==> src/rtl/ledshift_pkg.sv <==
package ledshift_pkg;
  localparam int GROUP_W   = 8;
  localparam int NUM_GROUP = 3;
  localparam int IMG_W     = GROUP_W * NUM_GROUP;
  localparam int IDX_W     = $clog2(IMG_W);
  localparam int LEN_W     = $clog2(IMG_W + 1);

  localparam logic [4:0] OFS_CTRL0 = 5'h00;
  localparam logic [4:0] OFS_CTRL1 = 5'h04;
  localparam logic [4:0] OFS_DATA0 = 5'h08;
  localparam logic [4:0] OFS_DATA1 = 5'h0C;
  localparam logic [4:0] OFS_ACC   = 5'h10;

  typedef enum logic [1:0] {S_IDLE, S_SHIFT, S_STORE} ser_state_t;

  function automatic logic [1:0] top_group(input logic [2:0] en);
    if (en[2])      return 2'd3;
    else if (en[1]) return 2'd2;
    else if (en[0]) return 2'd1;
    else            return 2'd0;
  endfunction
endpackage

==> src/rtl/ledshift_regs.sv <==
module ledshift_regs
  import ledshift_pkg::*;
#(
  parameter int DW = 32
) (
  input  logic          clk,
  input  logic          rst,
  input  logic          wr,
  input  logic          rd,
  input  logic [4:0]    addr,
  input  logic [DW-1:0] wdata,
  output logic [DW-1:0] rdata,
  output logic [DW-1:0] ctrl0,
  output logic [DW-1:0] ctrl1,
  output logic [DW-1:0] data0,
  output logic          upd_req
);
  logic [DW-1:0] data1, acc;

  always_ff @(posedge clk) begin
    if (rst) begin
      ctrl0   <= {1'b1, {(DW-1){1'b0}}};
      ctrl1   <= '0;
      data0   <= '0;
      data1   <= '0;
      acc     <= '0;
      upd_req <= 1'b0;
      rdata   <= '0;
    end else begin
      upd_req <= 1'b0;
      if (wr) begin
        case (addr)
          OFS_CTRL0: begin ctrl0 <= wdata; upd_req <= wdata[DW-1]; end
          OFS_CTRL1: ctrl1 <= wdata;
          OFS_DATA0: data0 <= wdata;
          OFS_DATA1: data1 <= wdata;
          OFS_ACC:   acc   <= wdata;
          default: ;
        endcase
      end
      if (rd) begin
        case (addr)
          OFS_CTRL0: rdata <= ctrl0;
          OFS_CTRL1: rdata <= ctrl1;
          OFS_DATA0: rdata <= data0;
          OFS_DATA1: rdata <= data1;
          OFS_ACC:   rdata <= acc;
          default:   rdata <= '0;
        endcase
      end
    end
  end

  // a request pulse only follows a write to the first control register
  a_r6_req_from_write: assert property (@(posedge clk) disable iff (rst)
    upd_req |-> ($past(wr) && $past(addr) == OFS_CTRL0));
endmodule

==> src/rtl/ledshift_timer.sv <==
module ledshift_timer #(
  parameter int RATE_UNIT = 50
) (
  input  logic       clk,
  input  logic       rst,
  input  logic       en,
  input  logic [1:0] rate,
  output logic       tick
);
  localparam int PER0 = 20 * RATE_UNIT;
  localparam int PER1 = 10 * RATE_UNIT;
  localparam int PER2 = 5 * RATE_UNIT;
  localparam int PER3 = 4 * RATE_UNIT;
  localparam int CW   = $clog2(PER0 + 1);

  logic [CW-1:0] cnt, last;

  always_comb begin
    case (rate)
      2'd0:    last = CW'(PER0 - 1);
      2'd1:    last = CW'(PER1 - 1);
      2'd2:    last = CW'(PER2 - 1);
      default: last = CW'(PER3 - 1);
    endcase
  end

  always_ff @(posedge clk) begin
    if (rst || !en) begin
      cnt  <= '0;
      tick <= 1'b0;
    end else if (cnt >= last) begin
      cnt  <= '0;
      tick <= 1'b1;
    end else begin
      cnt  <= cnt + 1'b1;
      tick <= 1'b0;
    end
  end

  // refresh ticks are isolated single-cycle pulses
  a_r7_tick_single: assert property (@(posedge clk) disable iff (rst)
    tick |=> !tick);
endmodule

==> src/rtl/ledshift_serializer.sv <==
module ledshift_serializer
  import ledshift_pkg::*;
#(
  parameter int DIV = 4
) (
  input  logic             clk,
  input  logic             rst,
  input  logic             req,
  input  logic [IMG_W-1:0] image,
  input  logic [LEN_W-1:0] nbits,
  input  logic             edge_fall,
  output logic             sdo,
  output logic             sclk,
  output logic             sstore,
  output logic             busy
);
  localparam int HALF = DIV / 2;
  localparam int PW   = (DIV > 2) ? $clog2(DIV) : 1;

  ser_state_t       st;
  logic             pend, fall_q;
  logic [PW-1:0]    ph;
  logic [IDX_W-1:0] bidx;
  logic [IMG_W-1:0] img;

  always_ff @(posedge clk) begin
    if (rst) begin
      st <= S_IDLE; pend <= 1'b0; fall_q <= 1'b0; ph <= '0; bidx <= '0;
      img <= '0; sdo <= 1'b0; sclk <= 1'b0; sstore <= 1'b0; busy <= 1'b0;
    end else begin
      pend <= pend | req;
      case (st)
        S_IDLE: begin
          sclk <= edge_fall;
          sdo  <= 1'b0;
          ph   <= '0;
          if (pend) begin
            pend <= req;
            if (nbits != '0) begin
              img    <= image;
              fall_q <= edge_fall;
              bidx   <= IDX_W'(nbits - 1'b1);
              sdo    <= image[IDX_W'(nbits - 1'b1)];
              busy   <= 1'b1;
              st     <= S_SHIFT;
            end
          end
        end
        S_SHIFT: begin
          if (ph == PW'(DIV - 1)) begin
            ph   <= '0;
            sclk <= fall_q;
            if (bidx == '0) begin
              sstore <= 1'b1;
              st     <= S_STORE;
            end else begin
              bidx <= bidx - 1'b1;
              sdo  <= img[bidx - 1'b1];
            end
          end else begin
            ph <= ph + 1'b1;
            if (ph == PW'(HALF - 1)) sclk <= ~fall_q;
          end
        end
        default: begin
          if (ph == PW'(DIV - 1)) begin
            ph     <= '0;
            sstore <= 1'b0;
            busy   <= 1'b0;
            st     <= S_IDLE;
          end else begin
            ph <= ph + 1'b1;
          end
        end
      endcase
    end
  end

  // the chain clock rests at its idle level while the strobe is high
  a_r5_store_clk_idle: assert property (@(posedge clk) disable iff (rst)
    sstore |-> (sclk == fall_q));
  // the strobe lies inside the busy window
  a_r5_store_in_busy: assert property (@(posedge clk) disable iff (rst)
    sstore |-> busy);
  // an empty group selection never starts a frame
  a_r2_empty_no_start: assert property (@(posedge clk) disable iff (rst)
    (st == S_IDLE && pend && nbits == '0 && !busy) |=> !busy);
  // a request seen during a frame is kept for later
  a_r6_req_held: assert property (@(posedge clk) disable iff (rst)
    (busy && st == S_SHIFT && req) |=> pend);
endmodule

==> src/rtl/ledshift_ctrl.sv <==
module ledshift_ctrl
  import ledshift_pkg::*;
#(
  parameter int DIV       = 4,
  parameter int RATE_UNIT = 50
) (
  input  logic        clk,
  input  logic        rst,
  input  logic        bus_wr,
  input  logic        bus_rd,
  input  logic [4:0]  bus_addr,
  input  logic [31:0] bus_wdata,
  output logic [31:0] bus_rdata,
  input  logic [1:0]  link_sts,
  input  logic [2:0]  phy_a_sts,
  input  logic [2:0]  phy_b_sts,
  output logic        ser_data,
  output logic        ser_clk,
  output logic        ser_store,
  output logic        busy
);
  logic [31:0]      ctrl0, ctrl1, data0;
  logic             upd_req, tick;
  logic [IMG_W-1:0] image;
  logic [LEN_W-1:0] nbits;

  ledshift_regs #(.DW(32)) u_regs (
    .clk(clk), .rst(rst), .wr(bus_wr), .rd(bus_rd), .addr(bus_addr),
    .wdata(bus_wdata), .rdata(bus_rdata), .ctrl0(ctrl0), .ctrl1(ctrl1),
    .data0(data0), .upd_req(upd_req));

  ledshift_timer #(.RATE_UNIT(RATE_UNIT)) u_timer (
    .clk(clk), .rst(rst), .en(|ctrl1[31:30]), .rate(ctrl1[24:23]), .tick(tick));

  always_comb begin
    image = data0[IMG_W-1:0];
    for (int i = 0; i < 2; i++)
      if (ctrl0[24+i]) image[i] = link_sts[i];
    for (int i = 0; i < 3; i++) begin
      if (ctrl0[27+i]) image[2+i] = phy_a_sts[i];
      if (ctrl1[15+i]) image[5+i] = phy_b_sts[i];
    end
    nbits = LEN_W'(top_group(ctrl1[2:0])) * LEN_W'(GROUP_W);
  end

  ledshift_serializer #(.DIV(DIV)) u_ser (
    .clk(clk), .rst(rst), .req(upd_req | tick), .image(image), .nbits(nbits),
    .edge_fall(ctrl0[26]), .sdo(ser_data), .sclk(ser_clk), .sstore(ser_store),
    .busy(busy));
endmodule

==> config.mk <==
export PLATFORM = sky130hd
export DESIGN_NAME = ledshift_ctrl
export DESIGN_NICKNAME = d
export VERILOG_FILES = /design/src/rtl/ledshift_pkg.sv /design/src/rtl/ledshift_regs.sv /design/src/rtl/ledshift_timer.sv /design/src/rtl/ledshift_serializer.sv /design/src/rtl/ledshift_ctrl.sv
export SDC_FILE = /design/constraint.sdc
export NUM_CORES = 1
export LEC_CHECK = 0
export BUFFER_PORTS_ARGS = -buffer_cell sky130_fd_sc_hd__buf_4
export CELL_PAD_IN_SITES_DETAIL_PLACEMENT = 0
export CELL_PAD_IN_SITES_GLOBAL_PLACEMENT = 2
export CORE_MARGIN = 4
export CORE_UTILIZATION = 37
export DETAILED_ROUTE_END_ITERATION = 8
export GPL_TIMING_DRIVEN = 0
export PLACE_DENSITY_LB_ADDON = 0.25
export SLEW_MARGIN = 15
export SYNTH_ARGS = -nofsm -noshare
export SYNTH_HDL_FRONTEND = slang
export SYNTH_HIERARCHICAL = 1
export SYNTH_SLANG_ARGS = --single-unit
==> constraint.sdc <==
create_clock -name clk -period 2.5 [get_ports clk]
set_input_delay 0.75 -clock clk [delete_from_list [all_inputs] [get_ports clk]]
set_output_delay 0.75 -clock clk [all_outputs]
set_load 0.1 [all_outputs]
Word level (Yosys, flattened, before mapping)
Cells that the tools add are included.
{ "totals": {"ff_bits": 243, "inputBits": 49, "out_inout_bits": 36} }
{ "op_classes": {"addsub": 4, "n_lt_le_gt_ge": 3, "n_eq_ne": 15, "mux": 46, "bitwise_logic": 7, "n_reduce_logical": 25} }
{ "op_table": {"columns": ["operator", "n"], "rows": [
  ["case mux 32 bit (5 select lines)", 1],
  ["case mux 10 bit (3 select lines)", 1],
  ["two-way mux 1 bit", 25],
  ["two-way mux 5 bit", 4],
  ["two-way mux 2 bit", 7],
  ["less-than comparator 5 x 6 -> 1 bit, second input constant", 2],
  ["AND reduction 2 bit", 6],
  ["adder 10 x 1 -> 10 bit, second input constant", 1],
  ["binary-select mux 1 bit (select 5 bit)", 2],
  ["== test 5 x 4 -> 1 bit, second input constant", 2],
  [">= comparator 10 bit", 1],
  ["zero test 5 bit", 2],
  ["case mux 5 bit (2 select lines)", 1],
  ["AND reduction 5 bit", 2],
  ["subtractor 5 x 1 -> 5 bit, second input constant", 2],
  ["AND reduction 3 bit", 3],
  ["inequality test 2 x 1 -> 1 bit, second input constant", 4],
  ["case mux 1 bit (2 select lines)", 4],
  ["== test 2 x 1 -> 1 bit, second input constant", 3],
  ["OR reduction 3 bit", 2],
  ["== test 5 x 3 -> 1 bit, second input constant", 1],
  ["== test 5 bit, second input constant", 1],
  ["NOT 1 bit", 5],
  ["nonzero test 5 bit", 1],
  ["other kinds (12)", 17]
]} }

Logic depth before layout (Yosys ltp)
Gate-level depths: netlist of the first run.
{ "depth": {"depth_word": 9, "depth_mapped": 9} }

Modules after synthesis
The synthesis of the first run kept the hierarchy.
{ "by_module_without_submodules": {"columns": ["module", "instances", "cells_per_inst", "area_per_inst_um2", "seq_area_each_um2"], "rows": [
  ["ledshift_regs", 1, 1069, 8872.3, 3863.7],
  ["ledshift_serializer", 1, 242, 2147.1, 780.7],
  ["ledshift_timer", 1, 75, 710.7, 220.2],
  ["ledshift_ctrl", 1, 14, 153.9, 0.0]
]} }

Worst setup path after synthesis of the first run
OpenSTA, ideal clock, no wires.
{ "synth_timing": {"path_kind": "reg-to-reg", "start": "register u_ser.bidx[0]", "end": "register u_ser.sdo", "setup_time_ns": 0.128, "arrival_ns": 2.149, "t_required_ns": 2.372, "path_slack_ns": 0.223, "stages_incl_launch_ff": 10, "n_path_buf": 2, "synth_period_minus_slack_ns": 2.277, "cell_sequence": "dfxtp_1 buf_6 inv_1 ha_1 buf_6 mux4_2 mux2_2 a311o_1 o21ai_1 o211ai_1"} }
{ "synth_between": {"elab_chain_len": 6, "word_cells_on_any_way": 9, "cone_classes": "add/sub (1); eq/ne (1); mux (5); reduce/logical (2)"} }
{ "synth_rtl": {"columns": ["element", "line_no", "source"], "rows": [
  ["start, declared", "ledshift_serializer.sv:23", "logic [IDX_W-1:0] bidx;"],
  ["start signal, assigned", "ledshift_serializer.sv:42", "bidx <= IDX_W'(nbits - 1'b1);"],
  ["start signal, assigned", "ledshift_serializer.sv:57", "bidx <= bidx - 1'b1;"],
  ["subtractor 5 x 1 -> 5 bit", "ledshift_serializer.sv:58", "sdo <= img[bidx - 1'b1];"],
  ["binary-select mux 1 bit (select 5 bit)", "ledshift_serializer.sv:58", null],
  ["two-way mux 1 bit (not written as such)", "ledshift_serializer.sv:58", null],
  ["two-way mux 1 bit", "ledshift_serializer.sv:53", "if (bidx == '0) begin"],
  ["two-way mux 1 bit", "ledshift_serializer.sv:50", "if (ph == PW'(DIV - 1)) begin"],
  ["case mux 1 bit (2 select lines)", "ledshift_serializer.sv:32", "case (st)"],
  ["end signal, assigned", "ledshift_serializer.sv:43", "sdo <= image[IDX_W'(nbits - 1'b1)];"],
  ["end signal, assigned", "ledshift_serializer.sv:58", null],
  ["end, declared", "ledshift_serializer.sv:12", "output logic sdo,"]
]} }
Parallel ways exist; a longest one is shown, timed or not. The select of a mux whose other input is x is not followed.
A chain may end at the register's enable or synchronous reset.

Worst setup path in the final report of the first run
Same ends and word-level chain as after synthesis.

==> impl_results.md, run 1 <==
* Outcome: finished, final reports clean
* EDFF count, synth at 0
* XOR/XNOR share of the synthesized area at under 10%
* Slew headroom at between 40% and 50%
* Top_reg_cell synth: dfxtp_1
* Total global-route track usage at 23.6%
* FF/Latch Area at between 0.004 and 0.005 mm²
* Mux cell area share after synthesis at a little over a tenth
* R2R setup slack at approximately 0.16 ns
* P_int at 6.65 mW
* Clock sinks at about 240
* TritonCTS Buffers at 30
* Most frequent cell after synthesis: a21oi_1
* #FFs+latches synth at 243
* Drt via density at 5.74
* Main combinational cell family by area after synthesis: compound AO/OA/AOI/OAI gates
* Maximum vdd drop at approximately 490 µV
* Post-synth top cells: a21oi_1, dfxtp_1, nand3_1, o21ai_0, nand2_1
* Reg-to-reg endpoint: u_ser/sdo$_SDFFE_PP0P_
* RSZ-0062 raised after global routing: false
* Max Slew Vio Count at 0
* Synth top area cells: dfxtp_1, a21oi_1, nand3_1, mux2_2, o21ai_0
* Fin worst setup slack at between 0.15 and 0.2 ns
* # fillers at between 3000 and 4000
* Hold Fails Final Rpt at 0
* Comb pwr share at roughly 7.4%
* Avg Inst Size Synth at about 8.5 µm²
* Combined area of the multi-input logic cells at 0.00631 mm²
* Drt wl/cell at ~22 µm
* # H-tree levels at 1
* Top cell type's share of synthesized area at between 40% and 50%
* Synth Cell Area at 0.0119 mm²
* Clk_lat worst skew at ~0.56 ns
* Reg2reg start: u_ser/bidx[0]$_SDFFE_PP0P_
* # rows at 65
* Initial antenna violation count at 0
* Die area at 0.0350 mm²
* PwrDens at 633 mW/mm²
* Detailed-route via count at 11200
* Tmin final at about 2.3 ns
* CP Class: flip-flop to flip-flop
* Port bufs at between 80 and 90
* Root Buffer Master: clkbuf_16
* Finished Core Util at 44.5%
* Clock Path Buffers at 3
* Max Fclk at 0.427 GHz
* Critical Path AT at 2.77 ns
* # setup viols final at 0
* First-pass GRT wire length at around 66000 µm
* Reg2Reg Depth at 9
* Crit path launch: u_ser/bidx[0]$_SDFFE_PP0P_
* Layout cell share with drive strength beyond 1 at between 10% and 20%
* Cells after Synth at 1400
* Routed Wire Length at between 40000 and 50000 µm
* Gr ovfl total at 0
* Adder-cell share of the synthesized area at 1.90%
* Clock skew at between 0.01 and 0.015 ns
* CP startpoint kind: flip-flop
* Switch Pwr at roughly 2.3 mW
* Final Wtd Congestion at a little under 0.9
* Core footprint at ~0.032 mm²
* Leak Pwr at 4.76 nW
* Worst hold stages at 2
* Worst path required time at between 2 and 3 ns
* Hold Path Class: flip-flop to flip-flop
* Placed insts at about 1900
* Routed Antenna Nets at 0
* Fin crit share at a little over nine tenths
* CP Capture Type: flip-flop
* Die height at 187 µm
* CP max FO at 4
* Clock transition at the registers of the reported paths at about 0.06 ns
* Post-synthesis async set-or-reset flop share at 0%
* Iteration count of the initial detailed-routing pass at 5
* Setup TNS Final at 0 ns
* Syn-to-layout area delta at 18.3%
* Worst slack at placement at -0.0841 ns
* Sequential area share after synthesis at around 40%
* Pin count of the biggest net entering global routing at 16
* Worst Tran Pin Value at ~0.86 ns
* Initial Util at between 30% and 40%
* Post-CTS Hold Buffers at 0
* Compound-Gate Fraction of Synth Area at between 20% and 30%
* ANT cells at 0
* Unique masters post-synth at slightly above 60
* Non-Filler Instances at about 2000
* Cell taking the most area after synthesis: dfxtp_1
* Die width at 187 µm
* Max Cap Viol at 0
* Flop pwr share at 43.9%
* Total power at just under 9 mW
* Syn. warnings at 6
* Nets at around 1600
* Hold Path Sink: u_ser/img[11]$_SDFFE_PP0P_
* Initial DRC Count at 778
* IO Count at between 80 and 90
* Clk pwr share at roughly half
* CTS tree: built
* Dpl hpwl at between 30000 and 40000 µm
* Number of global-route vias before repair at 10700
* Simple-Gate Fraction of Synth Area at around 17%
* Hold Path Origin: u_ser/img[11]$_SDFFE_PP0P_
* Switching Fraction at between 20% and 30%
* DRC viols at 0
stage by stage:
stage	hold WS (ns)	area, µm²
2_1_floorplan	0.431	11900
3_3_place_gp	0.441	13000
3_5_place_dp	0.447	13000
4_1_cts	0.455	14000
5_1_grt	0.478	14100
6_report	0.455	14100
flip-flops by register name, summed over array words and instances (netlist names):
name and flops:
u_regs/acc 32, u_regs/ctrl0 32, u_regs/ctrl1 32, u_regs/data0 32, u_regs/data1 32, u_regs/rdata 32
u_regs/upd_req 1, u_ser/bidx 5, u_ser/busy 1, u_ser/fall_q 1, u_ser/img 24, u_ser/pend 1
u_ser/ph 2, u_ser/sclk 1, u_ser/sdo 1, u_ser/sstore 1, u_ser/st 2, u_timer/cnt 10
u_timer/tick 1
worst max-delay path by stage:
stage / endpoint / slack (ns)
after detailed placement: u_regs/ctrl1[29]$_SDFFE_PP0P_ / -0.08
after global placement: u_regs/ctrl1[23]$_SDFFE_PP0P_ / -0.11
after CTS: u_ser/sdo$_SDFFE_PP0P_ / 0.04
final: u_ser/sdo$_SDFFE_PP0P_ / 0.16
after global routing: u_ser/sdo$_SDFFE_PP0P_ / 0.04
after floorplan: u_ser/sdo$_SDFFE_PP0P_ / 0.22
repair_timing:
| action | 4_1_cts | 5_1_grt |
|---|---|---|
| gates resized for setup | 0 | 0 |
| endpoints found under the setup margin | 0 | 1 |
| setup buffers | 0 | 4 |
kinds of logic (layout without fill, tap and decap cells):
| logic type | count (synthesis) | count (layout) |
|---|---|---|
| AOI/OAI and AO/OA | 480 | 480 |
| and+or+nand+nor | 391 | 391 |
| DFF | 243 | 243 |
| buffers and inverters | 157 | 298 |
| muxes | 95 | 95 |
| adders and majority gates | 18 | 18 |
| xor gates and xnor gates | 15 | 15 |
| other | 1 | 14 |
metal layers:
metal  routed length, µm  up-vias  track usage, %
met4                 837        0            4.95
met3                2340       57            3.04
met2               20500      384            39.4
met1               19900     5433            33.0
li1                    -     5354               -
met5                   0        -               0
worst max-delay path, stage by stage (launching register included):
cell	delay, ns
dfxtp_1	0.32
buf_6	0.10
inv_1	0.06
ha_1	0.29
buf_6	0.11
mux4_2	0.49
mux2_2	0.28
a311o_1	0.35
o21ai_1	0.12
o211ai_1	0.10
cells in the final DEF (no fill, tap or decap), types with 30 or more instances in the layout:
cell       count
nand3_1      165
mux2_2        66
dfxtp_1      243
o21ai_0      105
a21oi_1      258
a311oi_1      32
buf_2         37
o21ai_1       57
clkbuf_16     30
clkbuf_1      89
buf_4         96
nor2b_1       35
nand4_1       34
nand2_1       97
power by group through the flow:
stage          Clock, mW  Combinational [mW]  Sequential (mW)
6_report            4.33               0.661             3.91
5_1_grt             4.58               0.696             3.91
4_1_cts             4.41               0.644             3.91
3_5_place_dp           0               0.643             3.99
3_3_place_gp           0               0.644             3.99
2_1_floorplan          0               0.341             3.99
cell type report:
cell class	instances	area share, %
sequential	243	34.6
multi-input combinational	1013	44.9
timing repair buffer	85	4.54
buffer	140	4.95
tap	402	3.58
clock buffer	47	6.43
clock inverter	9	0.605
inverter	17	0.454
Power figures use the tool's default switching activity.
==> run 2, diff against run 1 <==
--- a/config.mk
+++ b/config.mk
@@ -5,7 +5,7 @@
 export SDC_FILE = /design/constraint.sdc
 export NUM_CORES = 1
 export LEC_CHECK = 0
-export BUFFER_PORTS_ARGS = -buffer_cell sky130_fd_sc_hd__buf_4
+export BUFFER_PORTS_ARGS = -buffer_cell sky130_fd_sc_hd__buf_2
 export CELL_PAD_IN_SITES_DETAIL_PLACEMENT = 0
 export CELL_PAD_IN_SITES_GLOBAL_PLACEMENT = 2
 export CORE_MARGIN = 4
==> run 2 against run 1 <==
Net effect: cell count shrank 0.20%; setup slack got worse by 0.040 ns; core utilization is 0.80 points lower; combinational power decreased by 3.5%; critical endpoint unchanged.
==> impl_results.md, run 2 (synthesis gave the netlist of run 1 again) <==
* Outcome: finished, final reports clean
* Iteration count of the initial detailed-routing pass at 5
* # H-tree levels at 1
* Port bufs at a little over 80
* Initial Util at between 30% and 40%
* Dpl hpwl at ~31000 µm
* Core footprint at 0.0316 mm²
* Crit path launch: u_ser/bidx[0]$_SDFFE_PP0P_
* CTS tree: built
* Non-Filler Instances at between 1500 and 2000
* First-pass GRT wire length at roughly 65000 µm
* Total global-route track usage at a little under a quarter
* Clk_lat worst skew at between 0.5 and 0.6 ns
* Hold Path Class: flip-flop to flip-flop
* PwrDens at about 630 mW/mm²
* CP max FO at 7
* Drt via density at 5.73
* Clock transition at the registers of the reported paths at about 0.06 ns
* Final Wtd Congestion at about 0.86
* Root Buffer Master: clkbuf_16
* Detailed-route via count at between 10000 and 15000
* Max Cap Viol at 0
* # fillers at 3243
* Commonest non-fill, non-tap cell in the layout: a21oi_1
* Clk pwr share at between 40% and 50%
* Switching Fraction at 25.1%
* CP peak stage delay at 0.49 ns
* Worst Path Buf+Inv at 3
* # rows at between 60 and 70
* Switch Pwr at ~2.2 mW
* Finished Core Util at a little over two fifths
* CP Class: flip-flop to flip-flop
* Die height at roughly 190 µm
* Maximum vdd drop at between 400 and 500 µV
* Syn-to-layout area delta at 16.2%
* Die area at 0.0350 mm²
* Worst Tran Pin Value at around 0.9 ns
* Post_cts resized at 0
* Worst-path cell chain: buf_6 > inv_1 > ha_1 > buf_6 > mux4_2 > mux2_2 > a311o_1 > o21ai_1 > o211ai_1
* Hold Fails Final Rpt at 0
* CP startpoint kind: flip-flop
* TritonCTS Buffers at 29
* Finished layout cell area at ~0.014 mm²
* Initial antenna violation count at 0
* Routed Wire Length at 43400 µm
* Slew headroom at between 30% and 40%
* Routed Antenna Nets at 0
* Clock sinks at between 200 and 250
* Layout cell share with drive strength beyond 1 at a little under a fifth
* Placed insts at between 1500 and 2000
* Pin count of the biggest net entering global routing at 15
* Clock skew at roughly 0.0056 ns
* CP top delay family: multiplexers
* Max Fclk at approximately 0.42 GHz
* ANT cells at 0
* Gr ovfl total at 0
* Worst path required time at just under 3 ns
* Reg2reg start: u_ser/bidx[0]$_SDFFE_PP0P_
* Most common cell on crit path: buf_6
* Die width at 187 µm
* Tmin final at between 2 and 2.5 ns
* # setup viols final at 0
* P_int at 6.53 mW
* Leak Pwr at between 4 and 5 nW
* Placed cell area at 0.0128 mm²
* Slowest CP cell: mux4_2
* Drt wl/cell at approximately 22 µm
* Flop pwr share at roughly 45%
* DRC viols at 0
* Total power at between 8 and 9 mW
* CP Capture Type: flip-flop
* Clock Path Buffers at 3
* Fin crit share at between 90% and 100%
* Comb pwr share at approximately 7.3%
* Most frequent cells in the layout: a21oi_1, dfxtp_1, nand3_1
* Max Slew Vio Count at 0
* Nets at 1595
* Hold Path Origin: u_ser/img[12]$_SDFFE_PP0P_
* Number of global-route vias before repair at between 10000 and 15000
* Critical Path AT at between 2 and 3 ns
* Initial DRC Count at between 900 and 1000
* Worst slack at placement at -0.132 ns
* Fin worst setup slack at 0.119 ns
* IO Count at 85
run 2: cell types whose count changed in the layout (fill, tap and decap cells not counted), sizes merged:
cell	before	now
buf	144	143
bufinv	1	0
clkbuf	128	129
clkinv	8	4
inv	17	18
run 2: repair_timing:
action	in CTS	in global routing
hold buffers	0	0
setup buffers	0	3
setup endpoints to repair	0	1
run 2: path summary, 6_finish.rpt:
kind | to | slack, ns | cells after the start
max | u_ser/sdo$_SDFFE_PP0P_ | 0.12 | 9
min reg2reg | u_ser/img[12]$_SDFFE_PP0P_ | 0.45 | 2
min | u_ser/img[12]$_SDFFE_PP0P_ | 0.45 | 2
max reg2reg | u_ser/sdo$_SDFFE_PP0P_ | 0.12 | 9
run 2: cell type report:
class                      instances  area, µm²  area share (%)
tap                              402        503            3.64
multi-input combinational       1013       6310            45.7
buffer                           140        696            5.04
clock inverter                     5       28.8           0.208
clock buffer                      48        917            6.64
timing repair buffer              84        428            3.10
inverter                          17       63.8           0.462
sequential                       243       4860            35.2
run 2: metrics by stage:
stage	setup TNS [ns]	hold slack, ns
final	0	0.455
after global routing	-0.00207	0.475
after CTS	0	0.455
after detailed placement	-2.04	0.447
after global placement	-3.51	0.440
after floorplan	0	0.431
run 2: worst reg2reg max path: cells and delay by family, from the launching register on:
kind | cells | cell delay [ns]
multiplexers | 2 | 0.76
AO/OA/AOI/OAI | 3 | 0.57
flip-flops | 1 | 0.33
buffers and inverters | 3 | 0.31
adder cells (fa/ha/maj) | 1 | 0.29
run 2: routing by layer:
layer / vias up / track usage [%] / wire [µm]
met5: - / 0 / 0
li1: 5343 / - / -
met2: 375 / 38.5 / 20200
met1: 5390 / 32.8 / 19700
met4: 0 / 6.34 / 1130
met3: 75 / 3.45 / 2370
run 2: power by group through the flow:
stage                     registers, mW  clock network (mW)  logic, mW
after global placement             3.99                   0      0.623
after floorplan                    3.99                   0      0.341
after detailed placement           3.99                   0      0.621
after CTS                          3.91                4.26      0.622
after global routing               3.91                4.41      0.676
final                              3.91                4.17      0.638
==> run 3, diff against run 2 <==
--- a/config.mk
+++ b/config.mk
@@ -8,8 +8,10 @@
 export BUFFER_PORTS_ARGS = -buffer_cell sky130_fd_sc_hd__buf_2
 export CELL_PAD_IN_SITES_DETAIL_PLACEMENT = 0
 export CELL_PAD_IN_SITES_GLOBAL_PLACEMENT = 2
+export CORE_ASPECT_RATIO = 2
 export CORE_MARGIN = 4
 export CORE_UTILIZATION = 37
+export CTS_CLUSTER_DIAMETER = 120
 export DETAILED_ROUTE_END_ITERATION = 8
 export GPL_TIMING_DRIVEN = 0
 export PLACE_DENSITY_LB_ADDON = 0.25
==> run 3 against run 2 <==
Net effect: global-route usage up 2.0 points; cell area down 1.3%; power shrank 6.1%; register-to-register slack hardly changed; hold slack got worse by 0.0011 ns.
==> impl_results.md, run 3 (synthesis gave the netlist of run 1 again) <==
* Routed Wire Length at around 46000 µm
* Max Slew Vio Count at 0
* Worst slack at placement at -0.102 ns
* Post_cts resized at 0
* Initial antenna violation count at 0
* Max Cap Viol at 0
* Syn-to-layout area delta at 14.7%
* Placed insts at 1917
* Non-Filler Instances at 1957
* Finished Core Util at between 40% and 50%
* TritonCTS Buffers at 25
* Post-CTS Setup Inserts at 0
* Gr ovfl total at 0
* Hold Path Class: flip-flop to flip-flop
* IO Count at 85
* DRC viols at 0
* Hold Fails Final Rpt at 0
* # H-tree levels at 1
* Worst-path cell chain: buf_6 > inv_1 > ha_1 > buf_6 > mux4_2 > mux2_2 > a311o_1 > o21ai_1 > o211ai_1
* Initial DRC Count at between 600 and 700
* Initial Util at approximately 38%
* Commonest non-fill, non-tap cell in the layout: a21oi_1
* PwrDens at roughly 600 mW/mm²
* First-pass GRT wire length at approximately 68000 µm
* Clock sinks at between 200 and 250
* Total power at about 8.2 mW
* # rows at between 90 and 100
* CTS tree: built
* ANT cells at 0
* Drt wl/cell at 23.6 µm
* FF/Latch Area at slightly below 0.005 mm²
* Setup TNS Final at 0 ns
* CP Capture Type: flip-flop
* Most common cell on crit path: buf_6
* Hold Path Origin: u_ser/img[19]$_SDFFE_PP0P_
* Pin count of the biggest net entering global routing at 13
* Reg-to-reg endpoint: u_ser/sdo$_SDFFE_PP0P_
* Worst hold stages at 2
* Layout cell share with drive strength beyond 1 at 18.4%
* RSZ-0062 raised after global routing: false
* Die width at roughly 130 µm
* Nets at roughly 1600
* Leak Pwr at ~4.6 nW
* Post-CTS Hold Buffers at 0
* Outcome: finished, final reports clean
* Reg2Reg Depth at 9
* Combined area of the multi-input logic cells at between 0.006 and 0.007 mm²
* Hold Path Sink: u_ser/img[19]$_SDFFE_PP0P_
* Clk_lat worst skew at approximately 0.55 ns
* Port bufs at 81
* Fin worst setup slack at between 0.1 and 0.15 ns
* Critical Path AT at ~2.8 ns
* Number of global-route vias before repair at around 11000
* Clock transition at the registers of the reported paths at 0.06 ns
* # setup viols final at 0
* Die height at about 260 µm
* Tmin final at 2.37 ns
* Clock skew at 0.00870 ns
* CP peak stage delay at roughly 0.48 ns
* Root Buffer Master: clkbuf_16
* Worst Tran Pin Value at between 0.7 and 0.8 ns
* Detailed-route via count at between 10000 and 15000
* Worst path required time at slightly below 3 ns
* Final Wtd Congestion at between 0.8 and 0.9
* CP max FO at 7
* Slowest CP cell: mux4_2
* Iteration count of the initial detailed-routing pass at 5
* Dpl hpwl at roughly 35000 µm
* Drt via density at 5.66
* R2R setup slack at 0.13 ns
* CP Class: flip-flop to flip-flop
* Clock Path Buffers at 3
* Fin crit share at 94.7%
* Routed Antenna Nets at 0
* CP startpoint kind: flip-flop
* Maximum vdd drop at between 400 and 500 µV
* # fillers at 3298
* Total global-route track usage at about a quarter
* Most frequent cells in the layout: a21oi_1, dfxtp_1, nand3_1
* Core footprint at roughly 0.032 mm²
* Reg2reg start: u_ser/bidx[0]$_SDFFE_PP0P_
* Max Fclk at between 0.4 and 0.5 GHz
* Die area at 0.0352 mm²
* Slew headroom at approximately half
run 3: routing by layer:
| layer | global-route usage, % | up-vias | wire, µm |
|---|---|---|---|
| met1 | 26.1 | 5346 | 16000 |
| met2 | 50.7 | 323 | 25900 |
| met4 | 12.1 | 0 | 2190 |
| li1 | - | 5309 | - |
| met3 | 2.58 | 100 | 1960 |
| met5 | 0 | - | 0 |
run 3: metrics by stage:
step           hold WS [ns]  instance area, µm²
2_1_floorplan         0.431               11900
3_3_place_gp          0.440               12900
3_5_place_dp          0.446               12900
4_1_cts               0.454               13600
5_1_grt               0.474               13600
6_report              0.454               13600
run 3: worst max-delay path by stage:
stage	endpoint	start
after global routing	u_ser/sdo$_SDFFE_PP0P_	u_ser/bidx[0]$_SDFFE_PP0P_
after global placement	u_regs/rdata[15]$_SDFFE_PP0P_	bus_addr[0]
after floorplan	u_ser/sdo$_SDFFE_PP0P_	u_ser/bidx[0]$_SDFFE_PP0P_
final	u_ser/sdo$_SDFFE_PP0P_	u_ser/bidx[0]$_SDFFE_PP0P_
after detailed placement	u_regs/rdata[12]$_SDFFE_PP0P_	bus_rd
after CTS	u_ser/sdo$_SDFFE_PP0P_	u_ser/bidx[0]$_SDFFE_PP0P_
run 3: power by group:
part	switching, mW	internal, mW	leakage [nW]	total (mW)
clock network	1.61	2.02	0.372	3.63
registers	0.0134	3.89	1.96	3.90
logic	0.497	0.157	2.27	0.653
total	2.12	6.06	4.60	8.19
run 3: final cells by class:
class                      instances  share of cell area (%)
inverter                          17                   0.468
sequential                       243                    35.7
buffer                           140                    5.10
multi-input combinational       1013                    46.3
clock inverter                     2                   0.101
clock buffer                      36                    5.41
tap                              423                    3.88
timing repair buffer              83                    3.08
run 3: critical path, delay by kind of cell (launching register included):
family	cells	cell delay [ns]
compound gates	3	0.57
fa+ha+maj	1	0.29
buf+inv	3	0.30
flops	1	0.32
mux	2	0.75
